## src/rtl/wdt_slowclk_pkg.sv

```systemverilog
`timescale 1ns/1ps
package wdt_slowclk_pkg;
  localparam int CNT_W         = 12;
  localparam int TICKS_PER_SEC = 256;
  localparam logic [7:0] CTRL_KEY = 8'hA5;

  localparam logic [1:0] A_CTRL = 2'd0;
  localparam logic [1:0] A_MODE = 2'd1;
  localparam logic [1:0] A_STAT = 2'd2;

  typedef struct packed {
    logic             dbg_halt;   // [28]
    logic             idle_halt;  // [27]
    logic             rst_en;     // [26]
    logic             irq_en;     // [25]
    logic             dis;        // [24]
    logic [CNT_W-1:0] window;     // [23:12]
    logic [CNT_W-1:0] reload;     // [11:0]
  } mode_t;

  localparam int MODE_W = $bits(mode_t);

  function automatic logic [CNT_W-1:0] secs_to_ticks(input int unsigned s);
    if (s == 0) return '0;
    return CNT_W'(s * TICKS_PER_SEC - 1);
  endfunction

  function automatic logic win_ok(input logic [CNT_W-1:0] cnt, input logic [CNT_W-1:0] win);
    return cnt <= win;
  endfunction

  // New mode value; timing fields are frozen when the write leaves the block disabled.
  function automatic mode_t mode_merge(input mode_t old, input logic [31:0] wd);
    mode_t nx;
    nx = mode_t'(wd[MODE_W-1:0]);
    if (nx.dis) begin
      nx.reload = old.reload;
      nx.window = old.window;
    end
    return nx;
  endfunction
endpackage

```

## src/rtl/wdt_slowclk_regs.sv

```systemverilog
`timescale 1ns/1ps
module wdt_slowclk_regs
  import wdt_slowclk_pkg::*;
#(
  parameter int LOCK_CYC = 3,
  parameter int DEF_SECS = 16
) (
  input  logic             clk,
  input  logic             rst_n,
  input  logic             wr_en,
  input  logic [1:0]       addr,
  input  logic [31:0]      wdata,
  output mode_t            mode_q,
  output logic             ctrl_rst_ev,
  output logic             mode_wr_ev,
  output logic             restart_ev,
  output logic [CNT_W-1:0] load_val,
  output logic             lock_active
);
  localparam int LW = $clog2(LOCK_CYC + 1);
  localparam logic [CNT_W-1:0] DEF_LOAD = secs_to_ticks(DEF_SECS);

  logic [LW-1:0] lock_q;
  logic          wr_ok;
  mode_t         mode_nx;

  assign lock_active = (lock_q != '0);
  assign wr_ok       = wr_en & ~lock_active;
  assign ctrl_rst_ev = wr_ok & (addr == A_CTRL) & (wdata[31:24] == CTRL_KEY) & wdata[0];
  assign mode_wr_ev  = wr_ok & (addr == A_MODE);
  assign restart_ev  = ctrl_rst_ev | mode_wr_ev;
  assign mode_nx     = mode_merge(mode_q, wdata);
  assign load_val    = mode_wr_ev ? mode_nx.reload : mode_q.reload;

  always_ff @(posedge clk or negedge rst_n) begin
    if (!rst_n) begin
      mode_q <= '{dbg_halt: 1'b0, idle_halt: 1'b0, rst_en: 1'b0, irq_en: 1'b0,
                  dis: 1'b1, window: DEF_LOAD, reload: DEF_LOAD};
    end else if (mode_wr_ev) begin
      mode_q <= mode_nx;
    end
  end

  always_ff @(posedge clk or negedge rst_n) begin
    if (!rst_n)                lock_q <= '0;
    else if (restart_ev)       lock_q <= LW'(LOCK_CYC);
    else if (lock_q != '0)     lock_q <= lock_q - LW'(1);
  end
endmodule

```

## src/rtl/wdt_slowclk_counter.sv

```systemverilog
`timescale 1ns/1ps
module wdt_slowclk_counter
  import wdt_slowclk_pkg::*;
#(
  parameter int PRESC_DIV = 128,
  parameter int DEF_SECS  = 16
) (
  input  logic             clk,
  input  logic             rst_n,
  input  logic             load,
  input  logic [CNT_W-1:0] load_val,
  input  logic [CNT_W-1:0] reload,
  input  logic             run,
  output logic [CNT_W-1:0] cnt_q,
  output logic             unf_ev
);
  localparam int PW = (PRESC_DIV > 1) ? $clog2(PRESC_DIV) : 1;
  localparam logic [CNT_W-1:0] DEF_LOAD = secs_to_ticks(DEF_SECS);

  logic tick;

  generate
    if (PRESC_DIV > 1) begin : g_presc
      localparam logic [PW-1:0] LAST = PW'(PRESC_DIV - 1);
      logic [PW-1:0] presc_q;
      always_ff @(posedge clk or negedge rst_n) begin
        if (!rst_n)     presc_q <= '0;
        else if (load)  presc_q <= '0;
        else if (run)   presc_q <= (presc_q == LAST) ? '0 : presc_q + PW'(1);
      end
      assign tick = run & (presc_q == LAST);
    end else begin : g_nopresc
      assign tick = run;
    end
  endgenerate

  assign unf_ev = tick & (cnt_q == '0) & ~load;

  always_ff @(posedge clk or negedge rst_n) begin
    if (!rst_n)     cnt_q <= DEF_LOAD;
    else if (load)  cnt_q <= load_val;
    else if (tick)  cnt_q <= (cnt_q == '0) ? reload : cnt_q - CNT_W'(1);
  end
endmodule

```

## src/rtl/wdt_slowclk_fault.sv

```systemverilog
`timescale 1ns/1ps
module wdt_slowclk_fault (
  input  logic clk,
  input  logic rst_n,
  input  logic unf_ev,
  input  logic werr_ev,
  input  logic rd_clr,
  input  logic irq_en,
  input  logic rst_en,
  output logic sts_unf,
  output logic sts_werr,
  output logic fault_irq_o,
  output logic rst_req_o
);
  always_ff @(posedge clk or negedge rst_n) begin
    if (!rst_n) begin
      sts_unf   <= 1'b0;
      sts_werr  <= 1'b0;
      rst_req_o <= 1'b0;
    end else begin
      sts_unf   <= (sts_unf  & ~rd_clr) | unf_ev;
      sts_werr  <= (sts_werr & ~rd_clr) | werr_ev;
      rst_req_o <= (unf_ev | werr_ev) & rst_en;
    end
  end

  assign fault_irq_o = irq_en & (sts_unf | sts_werr);
endmodule

```

## src/rtl/wdt_slowclk.sv

```systemverilog
`timescale 1ns/1ps
module wdt_slowclk
  import wdt_slowclk_pkg::*;
#(
  parameter int PRESC_DIV = 128,
  parameter int LOCK_CYC  = 3,
  parameter int DEF_SECS  = 16
) (
  input  logic        clk,
  input  logic        rst_n,
  input  logic        wr_en,
  input  logic        rd_en,
  input  logic [1:0]  addr,
  input  logic [31:0] wdata,
  output logic [31:0] rdata,
  input  logic        idle_i,
  input  logic        dbg_i,
  output logic        fault_irq_o,
  output logic        rst_req_o
);
  mode_t            mode_q;
  logic             ctrl_rst_ev, mode_wr_ev, restart_ev, lock_active;
  logic [CNT_W-1:0] load_val, cnt_q;
  logic             unf_ev, werr_ev, run_en, rd_clr;
  logic             sts_unf, sts_werr;

  wdt_slowclk_regs #(.LOCK_CYC(LOCK_CYC), .DEF_SECS(DEF_SECS)) regs_i (
    .clk(clk), .rst_n(rst_n), .wr_en(wr_en), .addr(addr), .wdata(wdata),
    .mode_q(mode_q), .ctrl_rst_ev(ctrl_rst_ev), .mode_wr_ev(mode_wr_ev),
    .restart_ev(restart_ev), .load_val(load_val), .lock_active(lock_active)
  );

  assign run_en  = ~mode_q.dis & ~((mode_q.idle_halt & idle_i) | (mode_q.dbg_halt & dbg_i));
  assign werr_ev = ctrl_rst_ev & ~mode_q.dis & ~win_ok(cnt_q, mode_q.window);
  assign rd_clr  = rd_en & (addr == A_STAT);

  wdt_slowclk_counter #(.PRESC_DIV(PRESC_DIV), .DEF_SECS(DEF_SECS)) cnt_i (
    .clk(clk), .rst_n(rst_n), .load(restart_ev), .load_val(load_val),
    .reload(mode_q.reload), .run(run_en), .cnt_q(cnt_q), .unf_ev(unf_ev)
  );

  wdt_slowclk_fault flt_i (
    .clk(clk), .rst_n(rst_n), .unf_ev(unf_ev), .werr_ev(werr_ev), .rd_clr(rd_clr),
    .irq_en(mode_q.irq_en), .rst_en(mode_q.rst_en), .sts_unf(sts_unf),
    .sts_werr(sts_werr), .fault_irq_o(fault_irq_o), .rst_req_o(rst_req_o)
  );

  always_comb begin
    case (addr)
      A_MODE:  rdata = 32'(mode_q);
      A_STAT:  rdata = {30'b0, sts_werr, sts_unf};
      default: rdata = '0;
    endcase
  end
endmodule

```

## config.mk

```make
export PLATFORM = sky130hd
export DESIGN_NAME = wdt_slowclk
export DESIGN_NICKNAME = d
export VERILOG_FILES = /design/src/rtl/wdt_slowclk_pkg.sv /design/src/rtl/wdt_slowclk_regs.sv /design/src/rtl/wdt_slowclk_counter.sv /design/src/rtl/wdt_slowclk_fault.sv /design/src/rtl/wdt_slowclk.sv
export SDC_FILE = /design/constraint.sdc
export NUM_CORES = 1
export LEC_CHECK = 0
export BUFFER_PORTS_ARGS = -buffer_cell sky130_fd_sc_hd__buf_2
export CAP_MARGIN = 20
export CORE_MARGIN = 5
export CORE_UTILIZATION = 29
export CTS_CLUSTER_DIAMETER = 40
export CTS_CLUSTER_SIZE = 30
export DETAILED_ROUTE_END_ITERATION = 8
export GPL_ROUTABILITY_DRIVEN = 0
export PLACE_DENSITY = 0.58
export SKIP_CTS_REPAIR_TIMING = 1
export SLEW_MARGIN = 25
export SYNTH_ARGS = -nofsm -noshare
export SYNTH_HDL_FRONTEND = slang
export SYNTH_SLANG_ARGS = --single-unit
```

## constraint.sdc

```tcl
create_clock -name clk -period 2.5 [get_ports clk]
set_input_delay 0.25 -clock clk [delete_from_list [all_inputs] [get_ports clk]]
set_output_delay 0.25 -clock clk [all_outputs]
set_load 0.02 [all_outputs]
```

==> results of run 1 <==
[registers in the layout, indices dropped and copies added (netlist names)]
register	cells
cnt_i.cnt_q	12
cnt_i.g_presc.presc_q	7
flt_i.rst_req_o	1
flt_i.sts_unf	1
flt_i.sts_werr	1
regs_i.lock_q	2
regs_i.mode_q	29
[cells in the mapped netlist (all sizes together)]
library cell and n:
and4 2, o22ai 4, clkbuf 7, o31ai 2
a221oi 1, a32oi 1, nand2 28, or3 1
nor2 19, conb 1, o2bb2ai 1, a22oi 2
a21oi 13, buf 9, nand3 12, nor4 3
o21ai 20, and2 29, ha 19, a221o 1
nor3 5, a21boi 1, nand3b 1, dfrtp 16
a311oi 1, or2 2, a31oi 2, nand4 6
nor2b 5, mux2 30, a211oi 3, nand4b 1
nor4bb 2, or4 3, a2bb2oi 4, xnor2 1
o211ai 3, dfstp 37, a21o 2, xor2 3
inv 19, o21a 4
[area by class of cell]
cell class,count,area (sq um)
Clock buffer,8,80.1
Fill cell,1168,7040
Inverter,19,71.3
Multi-Input combinational cell,240,1680
Sequential cell,53,1370
Tap cell,140,175
Timing Repair Buffer,79,418
[cells by family after synthesis]
logic type	after synthesis	synth area share
AND/OR/NAND/NOR	119	0.199
AO/OA/AOI/OAI	65	0.131
flip-flops	53	0.429
buffers and inverters	35	0.0489
multiplexers	30	0.106
adder cells (fa/ha/maj)	19	0.0743
XOR/XNOR	4	0.0109
other	1	0.00117
[per-stage QoR]
stage | std cells | hold slack [ps]
6_report | 539 | 22.6
4_1_cts | 539 | 44.6
5_1_grt | 539 | 80.3
2_1_floorplan | 328 | -45.6
3_3_place_gp | 531 | 380
3_5_place_dp | 531 | 373
[power groups by stage]
| stage | combinational, W | clock [W] | sequential, W |
|---|---|---|---|
| final | 0.00147 | 0.000469 | 0.00171 |
| after global routing | 0.00167 | 0.000519 | 0.00177 |
| after CTS | 0.00149 | 0.000489 | 0.00171 |
| after detailed placement | 0.00148 | 0 | 0.00173 |
| after global placement | 0.00143 | 0 | 0.00172 |
| after floorplan | 0.00115 | 0 | 0.00160 |
[worst max-delay path by stage]
stage / from / end / slack, ps / cells after the start
final: regs_i.mode_q[13] / flt_i.rst_req_o / 360 / 8
after global routing: regs_i.mode_q[13] / flt_i.rst_req_o / 200 / 8
after CTS: regs_i.mode_q[13] / flt_i.rst_req_o / 360 / 8
after detailed placement: regs_i.mode_q[13] / flt_i.rst_req_o / 380 / 8
after global placement: regs_i.mode_q[13] / flt_i.rst_req_o / 440 / 8
after floorplan: regs_i.mode_q[13] / flt_i.rst_req_o / 500 / 8
[worst max-delay path: cells and delay by family (launching register included)]
family / cells / cell delay, ps
flops: 1 / 550
compound gates: 3 / 460
buf+inv: 1 / 40
simple gates: 3 / 740
fa+ha+maj: 1 / 280
[layer usage]
layer	global-route usage	share of wire	vias up
li1	-	-	1286
met1	0.158	0.46	1244
met2	0.204	0.47	63
met3	0.0263	0.053	8
met4	0.0313	0.012	0
met5	0	0	-
==> out/qor.txt, run 1 <==
clock transition at the registers of the reported paths -> 90 ps
headroom to the max-slew limit -> 0.481
setup violators final -> 0
Starting DRT DRC Count -> 60
grt ovf -> 0
max incr delay on CP -> 550 ps
Crit Path Class -> reg -> reg
CTS tree -> built
R2R depth -> 8
htree depth -> 2
clock root cell -> clkbuf_8
CP Cell Sequence -> inv_1, ha_1, nor2b_1, o211ai_1, a211oi_1, nor4_1, or4_1, a21boi_0
Die Span Y -> 115 um
Pre-antenna DRT Iters -> 4
r2r endpoint -> flt_i.rst_req_o
initial antenna violation count -> 0
setup slack after layout -> 358 ps
CP arrival -> 2360 ps
total track usage -> 0.121
fin area -> 3800 sq um
antenna cells -> 0
IO buf count -> 70
post-synthesis sequential area ratio -> 0.429
per-cell routed wire length -> 14.4 um
worst hold-check path type -> in -> async
vias in the first global route -> 2678
Worst setup SP type -> flop
Total Power -> 0.00364 W
Clk pwr share -> 0.129
Flop pwr share -> 0.469
Post-layout nets -> 457
P_int -> 0.00229 W
Post-Route WL -> 7.74 mm
RR Startpoint -> regs_i.mode_q[13]
Synth Register Bits -> 53
mean number of vias per cell -> 4.83
Worst Path Required -> 2720 ps
Net Sw Frac -> 0.373
P per Cell Area -> 960 nW/um^2
cell taking the most area after synthesis -> dfstp_2
clk_lat worst skew -> 300 ps
CTS buffer count -> 5
Post-Syn Instances -> 326
total die area -> 13200 sq um
switching power total -> 0.00136 W
largest net degree at the start of global routing -> 35
Synth top area share -> 0.304
Synth Cell Area -> 3200 sq um
Area growth syn-to-layout -> 18.6%
final hold violation count -> 0
combinational share of power -> 0.403
Avg Cell Area, Syn -> 9.82 sq um
fin crit period -> 2140 ps
Final TNS setup -> 0 ps
commonest non-fill, non-tap cell in the layout -> buf_2
first-pass GRT wire length -> 13.0 mm
Util after Layout -> 0.350
slowest library cell on the worst path -> dfstp_2
CP Capture Type -> flop
maximum fanout along the worst path -> 3
RSZ-0062 raised after global routing -> no
max_cap viols -> 0
layout cells sized above 1 -> 0.396
Synth area leaders -> dfstp_2, dfrtp_1, mux2_2, ha_1, and2_1
Core ar. -> 10800 sq um
Placed Area -> 3720 sq um
via count -> 2601
worst-case clock skew -> 4.77 ps
Max VDD drop -> 0.343 mV
most frequent cells in the layout -> buf_2, dfstp_2, mux2_2
worst reg2reg setup slack -> 360 ps
Post-route DRC -> 0
Least-Margin Pin Slew -> 779 ps
Placement Rows -> 38
die width -> 115 um
Initial Util -> 0.295
synth unique cells -> 48
Achievable Freq -> 0.467 GHz
dpl ws -> 378 ps
fin crit share -> 0.857
leak pwr -> 1.73 nW
status -> completed
antenna-violating nets left -> 0
clk sinks -> 53
IO Count -> 74
dpl hpwl -> 5.90 mm
deepest clock path buffer count -> 2
final slew viol count -> 0
Syn. warnings -> 0
No activity file was read; power rests on OpenSTA's default activity.
==> run 2, diff against run 1 <==
--- a/config.mk
+++ b/config.mk
@@ -5,15 +5,15 @@
 export SDC_FILE = /design/constraint.sdc
 export NUM_CORES = 1
 export LEC_CHECK = 0
-export BUFFER_PORTS_ARGS = -buffer_cell sky130_fd_sc_hd__buf_2
 export CAP_MARGIN = 20
 export CORE_MARGIN = 5
 export CORE_UTILIZATION = 29
 export CTS_CLUSTER_DIAMETER = 40
 export CTS_CLUSTER_SIZE = 30
 export DETAILED_ROUTE_END_ITERATION = 8
+export DONT_BUFFER_PORTS = 1
 export GPL_ROUTABILITY_DRIVEN = 0
-export PLACE_DENSITY = 0.58
+export PLACE_DENSITY = 0.53
 export SKIP_CTS_REPAIR_TIMING = 1
 export SLEW_MARGIN = 25
 export SYNTH_ARGS = -nofsm -noshare
==> out/qor.txt, run 2 (same netlist as run 1, synthesis figures left out) <==
Max VDD drop -> 0.419 mV (was 0.343 mV)
total die area -> 13200 sq um (unchanged)
clock transition at the registers of the reported paths -> 100 ps (was 90 ps)
dpl hpwl -> 5.81 mm (was 5.90 mm)
layout cells sized above 1 -> 0.273 (was 0.396)
met1 WL -> 3.56 mm (was 3.58 mm)
WL met2 -> 3.61 mm (was 3.65 mm)
CP Capture Type -> flop (unchanged)
initial antenna violation count -> 1 (was 0)
fin area -> 3480 sq um (was 3800 sq um)
Crit Path Class -> reg -> reg (unchanged)
Hold Path Sink -> regs_i.mode_q[12]
Core ar. -> 10800 sq um (unchanged)
Reg with most FFs -> regs_i.mode_q (unchanged)
IO buf count -> 0 (was 70)
worst hold-check path type -> in -> reg (was in -> async)
Top Layer Used -> met5 (was met4)
r2r endpoint -> flt_i.rst_req_o (unchanged)
Largest regs -> regs_i.mode_q x29, cnt_i.cnt_q x12, cnt_i.g_presc.presc_q x7 (unchanged)
Final TNS setup -> 0 ps (unchanged)
max incr delay on CP -> 550 ps (about the same)
CTS tree -> built (unchanged)
hold depth -> 1
sum of buffers and inverters on the critical path -> 1 (unchanged)
Util after Layout -> 0.321 (was 0.350)
via count -> 2341 (was 2601)
metal3 WL -> 549 um (was 409 um)
setup violators final -> 0 (unchanged)
fin crit period -> 2210 ps (was 2140 ps)
maximum fanout along the worst path -> 3 (unchanged)
htree depth -> 2 (unchanged)
deepest clock path buffer count -> 2 (unchanged)
max_cap viols -> 0 (unchanged)
worst reg2reg setup slack -> 290 ps (was 360 ps)
Worst Path Required -> 2730 ps (was 2720 ps)
headroom to the max-slew limit -> 0.567 (was 0.481)
final slew viol count -> 0 (unchanged)
vias in the first global route -> 2524 (was 2678)
antenna-violating nets left -> 0 (unchanged)
mean number of vias per cell -> 4.98 (was 4.83)
max FFs per register -> 29 (unchanged)
RR Startpoint -> regs_i.mode_q[13] (unchanged)
CP arrival -> 2430 ps (was 2360 ps)
Least-Margin Pin Slew -> 649 ps (was 779 ps)
CP delay by family, top -> simple AND/OR/NAND/NOR gates (unchanged)
worst-case clock skew -> 8.75 ps (was 4.77 ps)
most frequent cells in the layout -> dfstp_2, mux2_2, and2_1 (was buf_2, dfstp_2, mux2_2)
per-cell routed wire length -> 16.6 um (was 14.4 um)
first-pass GRT wire length -> 13.0 mm (about the same)
CTS buffer count -> 5 (unchanged)
Net Sw Frac -> 0.381 (was 0.373)
grt ovf -> 0 (unchanged)
final std cells w/o fill -> 470 (was 539)
Post-layout nets -> 388 (was 457)
Post-route DRC -> 0 (unchanged)
Die Span Y -> 115 um (unchanged)
final hold violation count -> 0 (unchanged)
total track usage -> 0.121 (about the same)
Placement Rows -> 38 (unchanged)
antenna cells -> 0 (unchanged)
P_int -> 0.00222 W (was 0.00229 W)
Achievable Freq -> 0.453 GHz (was 0.467 GHz)
Pre-antenna DRT Iters -> 4 (unchanged)
Starting DRT DRC Count -> 67 (was 60)
Initial Util -> 0.295 (unchanged)
placed insts -> 460 (was 531)
Worst Hold Launch -> wdata[12]
leak pwr -> 1.43 nW (was 1.73 nW)
Placed Area -> 3360 sq um (was 3720 sq um)
Worst setup SP type -> flop (unchanged)
setup slack after layout -> 295 ps (was 358 ps)
combinational share of power -> 0.384 (was 0.403)
clk sinks -> 53 (unchanged)
dpl ws -> 312 ps (was 378 ps)
largest net degree at the start of global routing -> 54 (was 35)
Flop pwr share -> 0.480 (was 0.469)
commonest non-fill, non-tap cell in the layout -> dfstp_2 (was buf_2)
CP Cell Sequence -> inv_1, ha_1, nor2b_1, o211ai_1, a211oi_1, nor4_1, or4_1, a21boi_0 (unchanged)
Post-Route WL -> 7.82 mm (was 7.74 mm)
status -> completed (unchanged)
IO Count -> 74 (unchanged)
slowest library cell on the worst path -> dfstp_2 (unchanged)
clk_lat worst skew -> 310 ps (was 300 ps)
fin crit share -> 0.882 (was 0.857)
switching power total -> 0.00137 W (was 0.00136 W)
Clk pwr share -> 0.136 (was 0.129)
clock root cell -> clkbuf_8 (unchanged)
P per Cell Area -> 1030 nW/um^2 (was 960 nW/um^2)
Area growth syn-to-layout -> 8.68% (was 18.6%)
RSZ-0062 raised after global routing -> no (unchanged)
R2R depth -> 8 (unchanged)
die width -> 115 um (unchanged)
[run 2: power by group through the flow]
stage                     Sequential [W]  Combinational [W]  Clock (W)
after global placement           0.00174            0.00133          0
final                            0.00173            0.00138   0.000489
after global routing             0.00179            0.00158   0.000544
after CTS                        0.00173            0.00138   0.000509
after detailed placement         0.00175            0.00137          0
after floorplan                  0.00160            0.00115          0
[run 2: worst reg2reg max path, delay by kind of cell (launching register included)]
| kind | cells | cell delay (ps) |
|---|---|---|
| buffers and inverters | 1 | 40 |
| adder cells (fa/ha/maj) | 1 | 280 |
| AO/OA/AOI/OAI | 3 | 520 |
| flip-flops | 1 | 550 |
| AND/OR/NAND/NOR | 3 | 740 |
[run 2: per-layer routing]
layer  global-route usage  up-vias
li1                     -     1148
met3               0.0342       11
met1                0.162     1111
met5                    0        -
met4               0.0329        2
met2                0.193       69
[run 2: layout make-up]
| cell class | count | area [sq um] |
|---|---|---|
| clock inverters | 2 | 10.0 |
| well taps | 140 | 175 |
| clock buffers | 6 | 72.6 |
| inverters | 19 | 71.3 |
| repair buffers | 10 | 97.6 |
| flip-flops and latches | 53 | 1370 |
| fillers | 1156 | 7360 |
| multi-input cells | 240 | 1680 |
[run 2: worst max path at each step]
stage,from,end,slack [ps],cells after the start
floorplan,regs_i.mode_q[13],flt_i.rst_req_o,500,8
global route,regs_i.mode_q[13],flt_i.rst_req_o,110,8
finish,regs_i.mode_q[13],flt_i.rst_req_o,290,8
detailed placement,regs_i.mode_q[13],flt_i.rst_req_o,310,8
CTS,regs_i.mode_q[13],flt_i.rst_req_o,270,8
global placement,regs_i.mode_q[13],flt_i.rst_req_o,380,8
[run 2: per-stage QoR]
stage | total power (W) | hold WS [ps]
CTS | 0.00362 | -386
finish | 0.00360 | 85.2
global placement | 0.00307 | -42.4
detailed placement | 0.00312 | -42.6
global route | 0.00391 | 68.5
floorplan | 0.00275 | -45.6
==> run 3, diff against run 2 <==
--- a/config.mk
+++ b/config.mk
@@ -9,7 +9,7 @@
 export CORE_MARGIN = 5
 export CORE_UTILIZATION = 29
 export CTS_CLUSTER_DIAMETER = 40
-export CTS_CLUSTER_SIZE = 30
+export CTS_CLUSTER_SIZE = 10
 export DETAILED_ROUTE_END_ITERATION = 8
 export DONT_BUFFER_PORTS = 1
 export GPL_ROUTABILITY_DRIVEN = 0
==> constraint.sdc (replaced) <==
create_clock -name clk -period 2.56 [get_ports clk]
set_input_delay 0 -clock clk [delete_from_list [all_inputs] [get_ports clk]]
set_output_delay 0 -clock clk [all_outputs]
set_load 0.02 [all_outputs]
==> out/qor.txt, run 3 (same netlist as run 1, synthesis figures left out) <==
status -> completed (unchanged)
Post-Route WL -> 8.01 mm (was 7.82 mm)
max FFs per register -> 29 (unchanged)
initial antenna violation count -> 0 (was 1)
Post-route DRC -> 0 (unchanged)
clk sinks -> 53 (unchanged)
mean number of vias per cell -> 4.97 (was 4.98)
fin crit share -> 0.877 (was 0.882)
dpl hpwl -> 5.80 mm (was 5.81 mm)
total die area -> 13200 sq um (unchanged)
worst hold-check path type -> in -> reg (unchanged)
Least-Margin Pin Slew -> 650 ps (was 649 ps)
Largest regs -> regs_i.mode_q x29, cnt_i.cnt_q x12, cnt_i.g_presc.presc_q x7 (unchanged)
final slew viol count -> 0 (unchanged)
CTS buffer count -> 5 (unchanged)
Reg with most FFs -> regs_i.mode_q (unchanged)
Starting DRT DRC Count -> 93 (was 67)
layout cells sized above 1 -> 0.250 (was 0.273)
first-pass GRT wire length -> 13.0 mm (about the same)
Crit Path Class -> reg -> reg (unchanged)
IO buf count -> 0 (unchanged)
Layout fillers -> 1137 (was 1156)
Achievable Freq -> 0.446 GHz (was 0.453 GHz)
Pre-antenna DRT Iters -> 4 (unchanged)
fin crit period -> 2240 ps (was 2210 ps)
slowest library cell on the worst path -> dfstp_2 (unchanged)
per-cell routed wire length -> 16.0 um (was 16.6 um)
final hold violation count -> 0 (unchanged)
commonest non-fill, non-tap cell in the layout -> dfstp_2 (unchanged)
via count -> 2483 (was 2341)
Placement Rows -> 38 (unchanged)
Worst Path Required -> 2790 ps (was 2730 ps)
CP arrival -> 2480 ps (was 2430 ps)
deepest clock path buffer count -> 2 (unchanged)
largest net degree at the start of global routing -> 54 (unchanged)
CP Capture Type -> flop (unchanged)
max incr delay on CP -> 550 ps (about the same)
met1 WL -> 3.73 mm (was 3.56 mm)
headroom to the max-slew limit -> 0.567 (about the same)
Die Span Y -> 115 um (unchanged)
Initial Util -> 0.295 (unchanged)
metal3 WL -> 465 um (was 549 um)
P per Cell Area -> 942 nW/um^2 (was 1030 nW/um^2)
register area -> 1370 sq um (unchanged)
IO Count -> 74 (unchanged)
setup violators final -> 0 (unchanged)
total track usage -> 0.122 (was 0.121)
Total Power -> 0.00356 W (was 0.00360 W)
grt ovf -> 0 (unchanged)
Max VDD drop -> 0.390 mV (was 0.419 mV)
Core ar. -> 10800 sq um (unchanged)
maximum fanout along the worst path -> 3 (unchanged)
Top Layer Used -> met4 (was met5)
worst-case clock skew -> 10.1 ps (was 8.75 ps)
Area growth syn-to-layout -> 18.1% (was 8.68%)
antenna cells -> 0 (unchanged)
antenna-violating nets left -> 0 (unchanged)
Final TNS setup -> 0 ps (unchanged)
htree depth -> 2 (unchanged)
RSZ-0062 raised after global routing -> no (unchanged)
WL met2 -> 3.76 mm (was 3.61 mm)
most frequent cells in the layout -> dfstp_2, dlygate4sd3_1, mux2_2 (was dfstp_2, mux2_2, and2_1)
leak pwr -> 1.55 nW (was 1.43 nW)
CP Cell Sequence -> inv_1, ha_1, nor2b_1, o211ai_1, a211oi_1, nor4_1, or4_1, a21boi_0 (unchanged)
clock transition at the registers of the reported paths -> 100 ps (about the same)
clock root cell -> clkbuf_8 (unchanged)
CTS tree -> built (unchanged)
area taken by multi-input logic gates -> 1680 sq um (unchanged)
die width -> 115 um (unchanged)
Post-layout nets -> 418 (was 388)
clk_lat worst skew -> 310 ps (about the same)
Worst setup SP type -> flop (unchanged)
vias in the first global route -> 2415 (was 2524)
max_cap viols -> 0 (unchanged)
## run 3: critical path, delay by kind of cell, from the launching register on
kind	cells	cell delay, ps
adder cells (fa/ha/maj)	1	280
AO/OA/AOI/OAI	3	540
AND/OR/NAND/NOR	3	750
flip-flops	1	550
buffers and inverters	1	40
## run 3: report_power, final
| group | switching [W] | internal [W] | leakage, nW |
|---|---|---|---|
| combinational | 0.000731 | 0.000663 | 0.920 |
| sequential | 0.000337 | 0.00135 | 0.589 |
| clock | 0.000288 | 0.000191 | 0.0450 |
| total | 0.00136 | 0.00220 | 1.55 |
## run 3: through the flow
step	cell area (sq um)	setup slack, ps	hold WS (ps)	instances	utilization
floorplan	3210	562	-296	328	-
global placement	3360	443	-292	460	0.310
detailed placement	3360	371	-293	460	0.310
CTS	3440	324	-638	468	0.317
global route	3780	106	80.2	500	0.349
finish	3780	316	44.9	500	0.349
## run 3: final cells by class
class                      instances  area share
multi-input combinational        240       0.444
timing repair buffer              40       0.105
clock inverter                     2     0.00265
tap                              140      0.0464
inverter                          19      0.0189
sequential                        53       0.363
clock buffer                       6      0.0192
## run 3: final timing paths
kind	from	to	slack [ps]	cells past startpoint
setup reg to reg	regs_i.mode_q[13]	flt_i.rst_req_o	320	8
min in group asynchronous	rst_n	regs_i.mode_q[28]	200	2
hold / removal	wdata[28]	flt_i.sts_werr	40	4
hold reg to reg	cnt_i.g_presc.presc_q[5]	cnt_i.g_presc.presc_q[5]	510	1
setup / recovery	regs_i.mode_q[13]	flt_i.rst_req_o	320	8
max in group asynchronous	rst_n	cnt_i.cnt_q[6]	2080	2
## run 3: layer usage
metal | global-route usage | vias to the layer above
met3 | 0.0305 | 4
met2 | 0.194 | 61
li1 | - | 1209
met4 | 0.0235 | 0
met5 | 0 | -
met1 | 0.170 | 1209
